**config.mk**
```make
export PLATFORM = sky130hd
export DESIGN_NAME = button_wiper_ctrl
export DESIGN_NICKNAME = d
export VERILOG_FILES = /design/src/rtl/wpc_pkg.sv /design/src/rtl/wpc_sync.sv /design/src/rtl/wpc_tick_timer.sv /design/src/rtl/wpc_wiper.sv /design/src/rtl/button_wiper_ctrl.sv
export SDC_FILE = /design/constraint.sdc
export NUM_CORES = 1
export LEC_CHECK = 0
export BUFFER_PORTS_ARGS = -buffer_cell sky130_fd_sc_hd__buf_2
export CAP_MARGIN = 0
export CORE_MARGIN = 5
export CORE_UTILIZATION = 30
export DETAILED_ROUTE_END_ITERATION = 10
export MAX_ROUTING_LAYER = met4
export SYNTH_ARGS = -nofsm -noshare
export SYNTH_HDL_FRONTEND = slang
export SYNTH_SLANG_ARGS = --single-unit
export TNS_END_PERCENT = 50
```
**constraint.sdc**
```tcl
create_clock -name clk -period 3.7 [get_ports clk]
set_input_delay 0.555 -clock clk [delete_from_list [all_inputs] [get_ports clk]]
set_output_delay 0.555 -clock clk [all_outputs]
set_load 0.05 [all_outputs]
```
**src/rtl/wpc_pkg.sv**
```systemverilog
package wpc_pkg;

    typedef enum logic [2:0] {
        S_IDLE,
        S_PRESS,
        S_REPEAT,
        S_DUAL,
        S_LOCK,
        S_SHDN_REL,
        S_SHDN,
        S_WAKE
    } wpc_state_e;

    typedef enum logic [1:0] {
        DIR_NONE,
        DIR_UP,
        DIR_DN
    } wpc_dir_e;

    function automatic int imax(input int a, input int b);
        return (a > b) ? a : b;
    endfunction

endpackage

```
**src/rtl/wpc_sync.sv**
```systemverilog
module wpc_sync #(
    parameter int WIDTH = 3
) (
    input  logic             clk,
    input  logic             rst,
    input  logic [WIDTH-1:0] async_n_i,
    output logic [WIDTH-1:0] sync_n_o
);

    logic [WIDTH-1:0] meta_q;
    logic [WIDTH-1:0] stab_q;

    for (genvar g = 0; g < WIDTH; g++) begin : g_bit
        always_ff @(posedge clk) begin
            if (rst) begin
                meta_q[g] <= 1'b1;
                stab_q[g] <= 1'b1;
            end else begin
                meta_q[g] <= async_n_i[g];
                stab_q[g] <= meta_q[g];
            end
        end
    end

    assign sync_n_o = stab_q;

endmodule

```
**src/rtl/wpc_tick_timer.sv**
```systemverilog
module wpc_tick_timer #(
    parameter int WIDTH = 11
) (
    input  logic             clk,
    input  logic             rst,
    input  logic             tick_i,
    input  logic             clr_i,
    output logic [WIDTH-1:0] cnt_o
);

    localparam logic [WIDTH-1:0] CNT_MAX = '1;

    logic [WIDTH-1:0] cnt_q;

    always_ff @(posedge clk) begin
        if (rst || clr_i) begin
            cnt_q <= '0;
        end else if (tick_i && (cnt_q != CNT_MAX)) begin
            cnt_q <= cnt_q + 1'b1;
        end
    end

    assign cnt_o = cnt_q;

    AST_TMR_CLEARED: assert property (@(posedge clk) disable iff (rst)
        clr_i |=> (cnt_q == '0));

endmodule

```
**src/rtl/wpc_wiper.sv**
```systemverilog
module wpc_wiper #(
    parameter int WIPER_W = 7
) (
    input  logic               clk,
    input  logic               rst,
    input  logic               inc_i,
    input  logic               dec_i,
    output logic [WIPER_W-1:0] pos_o
);

    localparam logic [WIPER_W-1:0] POS_MAX = '1;
    localparam logic [WIPER_W-1:0] POS_MID = WIPER_W'(1) << (WIPER_W - 1);

    logic [WIPER_W-1:0] pos_q;

    always_ff @(posedge clk) begin
        if (rst) begin
            pos_q <= POS_MID;
        end else if (inc_i && (pos_q != POS_MAX)) begin
            pos_q <= pos_q + 1'b1;
        end else if (dec_i && (pos_q != '0)) begin
            pos_q <= pos_q - 1'b1;
        end
    end

    assign pos_o = pos_q;

    AST_ONE_DIRECTION: assert property (@(posedge clk) disable iff (rst)
        $onehot0({inc_i, dec_i}));
    AST_SAT_TOP: assert property (@(posedge clk) disable iff (rst)
        (inc_i && pos_q == POS_MAX) |=> (pos_q == POS_MAX));
    AST_SAT_BOTTOM: assert property (@(posedge clk) disable iff (rst)
        (dec_i && pos_q == '0) |=> (pos_q == '0));
    AST_NO_STEP_HOLD: assert property (@(posedge clk) disable iff (rst)
        (!inc_i && !dec_i) |=> $stable(pos_q));

endmodule

```
**src/rtl/button_wiper_ctrl.sv**
```systemverilog
module button_wiper_ctrl
    import wpc_pkg::*;
#(
    parameter int WIPER_W        = 7,
    parameter int DEBOUNCE_TICKS = 15,
    parameter int COINC_TICKS    = 15,
    parameter int AUTO_TICKS     = 250,
    parameter int REPEAT_TICKS   = 50,
    parameter int SHDN_TICKS     = 2000
) (
    input  logic               clk,
    input  logic               rst,
    input  logic               tick_i,
    input  logic               up_n_i,
    input  logic               dn_n_i,
    input  logic               store_n_i,
    output logic [WIPER_W-1:0] wiper_o,
    output logic               hi_conn_o,
    output logic               shdn_o
);

    localparam int TMR_MAX = imax(imax(DEBOUNCE_TICKS, COINC_TICKS),
                                  imax(imax(AUTO_TICKS, REPEAT_TICKS), SHDN_TICKS));
    localparam int TMR_W   = $clog2(TMR_MAX + 1);

    localparam logic [TMR_W-1:0] DEB_LAST   = TMR_W'(DEBOUNCE_TICKS - 1);
    localparam logic [TMR_W-1:0] AUTO_LAST  = TMR_W'(AUTO_TICKS - 1);
    localparam logic [TMR_W-1:0] REP_LAST   = TMR_W'(REPEAT_TICKS - 1);
    localparam logic [TMR_W-1:0] SHDN_LAST  = TMR_W'(SHDN_TICKS - 1);
    localparam logic [TMR_W-1:0] COINC_LIM  = TMR_W'(COINC_TICKS);

    wpc_state_e state_q, state_d;
    wpc_dir_e   dir_q, dir_d;

    logic [2:0]         sync_n;
    logic               up_p, dn_p, st_p, any_p, own_p, other_p;
    logic [TMR_W-1:0]   tcnt;
    logic               tmr_clr, rep_wrap, step;
    logic               hit_deb, hit_auto, hit_rep, hit_shdn;
    logic               inc, dec;
    logic [WIPER_W-1:0] pos;
    logic               parked;

    wpc_sync #(.WIDTH(3)) i_sync (
        .clk      (clk),
        .rst      (rst),
        .async_n_i({store_n_i, dn_n_i, up_n_i}),
        .sync_n_o (sync_n)
    );

    assign up_p    = ~sync_n[0];
    assign dn_p    = ~sync_n[1];
    assign st_p    = ~sync_n[2];
    assign any_p   = up_p | dn_p | st_p;
    assign own_p   = (dir_q == DIR_UP) ? up_p : dn_p;
    assign other_p = (dir_q == DIR_UP) ? dn_p : up_p;

    wpc_tick_timer #(.WIDTH(TMR_W)) i_timer (
        .clk   (clk),
        .rst   (rst),
        .tick_i(tick_i),
        .clr_i (tmr_clr),
        .cnt_o (tcnt)
    );

    assign hit_deb  = tick_i && (tcnt == DEB_LAST);
    assign hit_auto = tick_i && (tcnt == AUTO_LAST);
    assign hit_rep  = tick_i && (tcnt == REP_LAST);
    assign hit_shdn = tick_i && (tcnt == SHDN_LAST);

    // next-state and step decisions
    always_comb begin
        state_d  = state_q;
        dir_d    = dir_q;
        step     = 1'b0;
        rep_wrap = 1'b0;
        unique case (state_q)
            S_IDLE: begin
                if (up_p && dn_p) begin
                    state_d = S_DUAL;
                end else if (up_p) begin
                    state_d = S_PRESS;
                    dir_d   = DIR_UP;
                end else if (dn_p) begin
                    state_d = S_PRESS;
                    dir_d   = DIR_DN;
                end
            end
            S_PRESS: begin
                if (other_p) begin
                    state_d = (tcnt < COINC_LIM) ? S_DUAL : S_LOCK;
                end else if (!own_p) begin
                    state_d = S_IDLE;
                end else if (hit_auto) begin
                    state_d = S_REPEAT;
                    step    = 1'b1;
                end else if (hit_deb) begin
                    step    = 1'b1;
                end
            end
            S_REPEAT: begin
                if (other_p) begin
                    state_d = S_LOCK;
                end else if (!own_p) begin
                    state_d = S_IDLE;
                end else if (hit_rep) begin
                    step     = 1'b1;
                    rep_wrap = 1'b1;
                end
            end
            S_DUAL: begin
                if (!up_p || !dn_p) begin
                    state_d = S_LOCK;
                end else if (hit_shdn) begin
                    state_d = S_SHDN_REL;
                end
            end
            S_LOCK: begin
                if (!any_p) state_d = S_IDLE;
            end
            S_SHDN_REL: begin
                if (!any_p) state_d = S_SHDN;
            end
            S_SHDN: begin
                if (any_p) state_d = S_WAKE;
            end
            S_WAKE: begin
                if (!any_p) begin
                    state_d = S_SHDN;
                end else if (hit_deb) begin
                    state_d = S_LOCK;
                end
            end
            default: state_d = S_IDLE;
        endcase
    end

    assign tmr_clr = (state_d != state_q) || rep_wrap;
    assign inc     = step && (dir_q == DIR_UP);
    assign dec     = step && (dir_q == DIR_DN);

    // state register
    always_ff @(posedge clk) begin
        if (rst) begin
            state_q <= S_IDLE;
            dir_q   <= DIR_NONE;
        end else begin
            state_q <= state_d;
            dir_q   <= dir_d;
        end
    end

    // the step register keeps the code while parked, so wake restores it
    wpc_wiper #(.WIPER_W(WIPER_W)) i_wiper (
        .clk  (clk),
        .rst  (rst),
        .inc_i(inc),
        .dec_i(dec),
        .pos_o(pos)
    );

    // outputs
    always_comb begin
        unique case (state_q)
            S_SHDN_REL, S_SHDN, S_WAKE: parked = 1'b1;
            default:                    parked = 1'b0;
        endcase
        shdn_o    = parked;
        hi_conn_o = ~parked;
        wiper_o   = parked ? '0 : pos;
    end

    AST_STEP_ONLY_HELD: assert property (@(posedge clk) disable iff (rst)
        (inc || dec) |-> (state_q == S_PRESS || state_q == S_REPEAT));
    AST_LOCK_KEEPS: assert property (@(posedge clk) disable iff (rst)
        (state_q == S_LOCK && any_p) |=> (state_q == S_LOCK));
    AST_SHDN_ENTRY: assert property (@(posedge clk) disable iff (rst)
        (state_q == S_DUAL && up_p && dn_p && hit_shdn) |=> (shdn_o && !hi_conn_o));
    AST_WAKE_EXIT: assert property (@(posedge clk) disable iff (rst)
        (state_q == S_WAKE && any_p && hit_deb) |=> (!shdn_o && hi_conn_o));
    AST_WAKE_SHORT: assert property (@(posedge clk) disable iff (rst)
        (state_q == S_WAKE && !any_p) |=> shdn_o);
    AST_RESTORE_CODE: assert property (@(posedge clk) disable iff (rst)
        $fell(shdn_o) |-> (wiper_o == $past(pos)));

endmodule

```
==> summary.md <==
| Metric | Value |
|---|---|
| Fin nets | 274 |
| First-pass GRT wire length | 7910 um |
| Post-synth EDFFs | 0 |
| Routed length per instance | 13.6 um |
| Post-Place Worst Slack | 102 ps |
| Vias per inst | 5.31 |
| Routed WL | 4600 um |
| Clock buffer depth | 2 |
| Least-Margin Pin Slew | 524 ps |
| Core area | 6760 sq um |
| Antenna Cells | 0 |
| CTS tree | yes |
| Pwr/cell area | 439 nW/um^2 |
| Setup TNS | 0 ps |
| Status | complete, no violations |
| Drt pass-1 iters | 4 |
| Final worst-path cycle share | 0.941 |
| Ports | 15 |
| Multi-input combinational cell area | 1400 sq um |
| Placed Area | 2240 sq um |
| HP Class | reg -> reg |
| Die Y | 92.9 um |
| Worst setup EP type | flip-flop |
| Max Cap Viol | 0 |
| Final HPWL DP | 3370 um |
| Final hold vios | 0 |
| Main synth FF type | dfxtp_1 |
| Register area share after synthesis | 0.282 |
| Remaining DRCs | 0 |
| Antenna violations before repair | 0 |
| Data required time of the worst path | 3870 ps |
| Crit start category | flip-flop |
| Die width | 92.9 um |
| Vias | 1791 |
| Max_slew headroom | 0.649 |
| Final worst path period need | 3480 ps |
| CP arrival | 3650 ps |
| Final std cells w/o fill | 337 |
| WS Path Type | reg -> reg |
| Clk sink count | 29 |
| Fin area | 2370 sq um |
| Peak supply drop | 0.000320 V |
| CTS buffer count | 5 |
| Area grow syn2layout | 15.1% |
| Vias in the first global route | 1727 |
| Leak Pwr | 0.950 nW |
| Synth cell types | 60 |
| Worst-path clk slew | 70 ps |
| # placed instances | 328 |
| Syn. warnings | 0 |
| H-tree depth | 2 |
| Post-synth ARST share | 0 |
| Num rows | 30 |
| Clock Skew | 4.26 ps |
| Final slew viol count | 0 |
| GR Overflow Total | 0 |
| Final worst slack | 219 ps |
| Largest net degree at the start of global routing | 20 |
| Fmax | 287 MHz |
| Storage element area | 581 sq um |
| Die Footprint | 8630 sq um |
| Drt initial violations | 132 |
| CP Max Fanout | 7 |
| Clock Root Buffer | clkbuf_8 |
| Synthesized area | 2060 sq um |
| Net Count, Synth | 254 |
| Post-Synthesis Cells | 236 |
| Fill cells | 711 |
| Placer Congestion | 0.896 |
| Most common cell after layout, fill and taps aside | dfxtp_1 |
| Final setup fails | 0 |
| Commonest non-fill, non-tap cells in the layout | dfxtp_1, nor2_1, nand2_1, buf_2, a21oi_1 |
| Detail Route Antenna Nets | 0 |
| Flops & latches, synth | 29 |
| IO Port Bufs | 14 |
| Hold buffers post-CTS | 0 |
| Layout cell share with drive strength beyond 1 | 0.265 |
| GRT Util Overall | 0.118 |
| Starting Density | 0.305 |
| Clk_lat worst skew | 290 ps |
| Avg Cell Area, Syn | 8.73 sq um |
==> final timing paths <==
path                            slack, ps                 end  cells after the start             start
worst max-delay path                  220    i_wiper.pos_o[6]                     14  i_timer.cnt_o[1]
worst min-delay path                  410  i_sync.sync_n_o[2]                      1  i_sync.meta_q[2]
worst min register to register        410  i_sync.sync_n_o[2]                      1  i_sync.meta_q[2]
worst max register to register        220    i_wiper.pos_o[6]                     14  i_timer.cnt_o[1]
==> metal layers <==
layer  share of wire  vias to the layer above  GRT usage
met5               0                        -          -
li1                -                      915          -
met2            0.47                       31      0.178
met1            0.47                      840      0.147
met3           0.040                        5     0.0301
met4           0.018                        0     0.0562
==> final cells by class <==
cell class,instances,share of cell area
Clock buffer,6,0.0348
Clock inverter,2,0.0158
Inverter,8,0.0127
Multi-Input combinational cell,189,0.592
Sequential cell,29,0.245
Tap cell,80,0.0422
Timing Repair Buffer,23,0.0580
==> flip-flops by register name, indices dropped and copies added (netlist names) <==
| name | count |
|---|---|
| state_q | 3 |
| i_timer.cnt_o | 11 |
| i_wiper.pos_o | 7 |
| dir_q | 2 |
| i_sync.meta_q | 3 |
| i_sync.sync_n_o | 3 |
==> timing repair <==
action	in CTS	in global routing
setup buffers	0	1
resized for setup	0	2
setup endpoints to repair	0	1
==> through the flow <==
step	hold WS (ps)	power, mW	utilization
2_1_floorplan	389	0.633	-
3_3_place_gp	392	0.697	0.331
3_5_place_dp	396	0.702	0.331
4_1_cts	412	1.05	0.349
5_1_grt	434	1.11	0.351
6_report	409	1.04	0.351
==> cells by family (layout without fill, tap and decap cells) <==
group | Yosys count | count (layout) | share of synthesized area
multiplexers | 12 | 12 | 0.0595
AND/OR/NAND/NOR | 111 | 111 | 0.345
XOR/XNOR | 9 | 9 | 0.0382
buffers and inverters | 18 | 39 | 0.0407
AO/OA/AOI/OAI | 45 | 45 | 0.158
flip-flops | 29 | 29 | 0.282
adder cells (fa/ha/maj) | 12 | 12 | 0.0765
==> critical path, cell delays in order (launching register included) <==
cell and delay [ps]:
dfxtp_1 340, inv_1 100, ha_1 180, nand4_1 90, and4bb_2 350, o2111a_1 240, nor2_1 80, or2_4 290
fa_1 410, a211oi_2 200, o21bai_1 90, a21oi_1 170, mux2_2 360, o21ai_1 120, or3b_1 340
==> Yosys cell counts (4+ instances only) <==
library cell / number / area (sq um)
a21oi_1: 12 / 60.1
a31oi_1: 4 / 25.0
and2_1: 8 / 50.1
and3_1: 5 / 31.3
buf_2: 7 / 35.0
dfxtp_1: 29 / 581
ha_1: 11 / 138
inv_1: 8 / 30.0
mux2i_1: 10 / 100
nand2_1: 14 / 52.6
nand3_1: 10 / 50.1
nand4_1: 7 / 43.8
nor2_1: 19 / 71.3
nor2b_1: 4 / 25.0
nor3_1: 6 / 30.0
nor3_2: 9 / 90.1
o21ai_0: 4 / 20.0
or2_2: 7 / 43.8
xnor2_1: 4 / 35.0
xor2_1: 5 / 43.8
==> power by group <==
part	internal, mW	switching (mW)
Sequential	0.335	0.0215
Combinational	0.120	0.219
Clock	0.219	0.127
Total	0.674	0.368
Note: power is estimated with default switching activity, not from simulation.
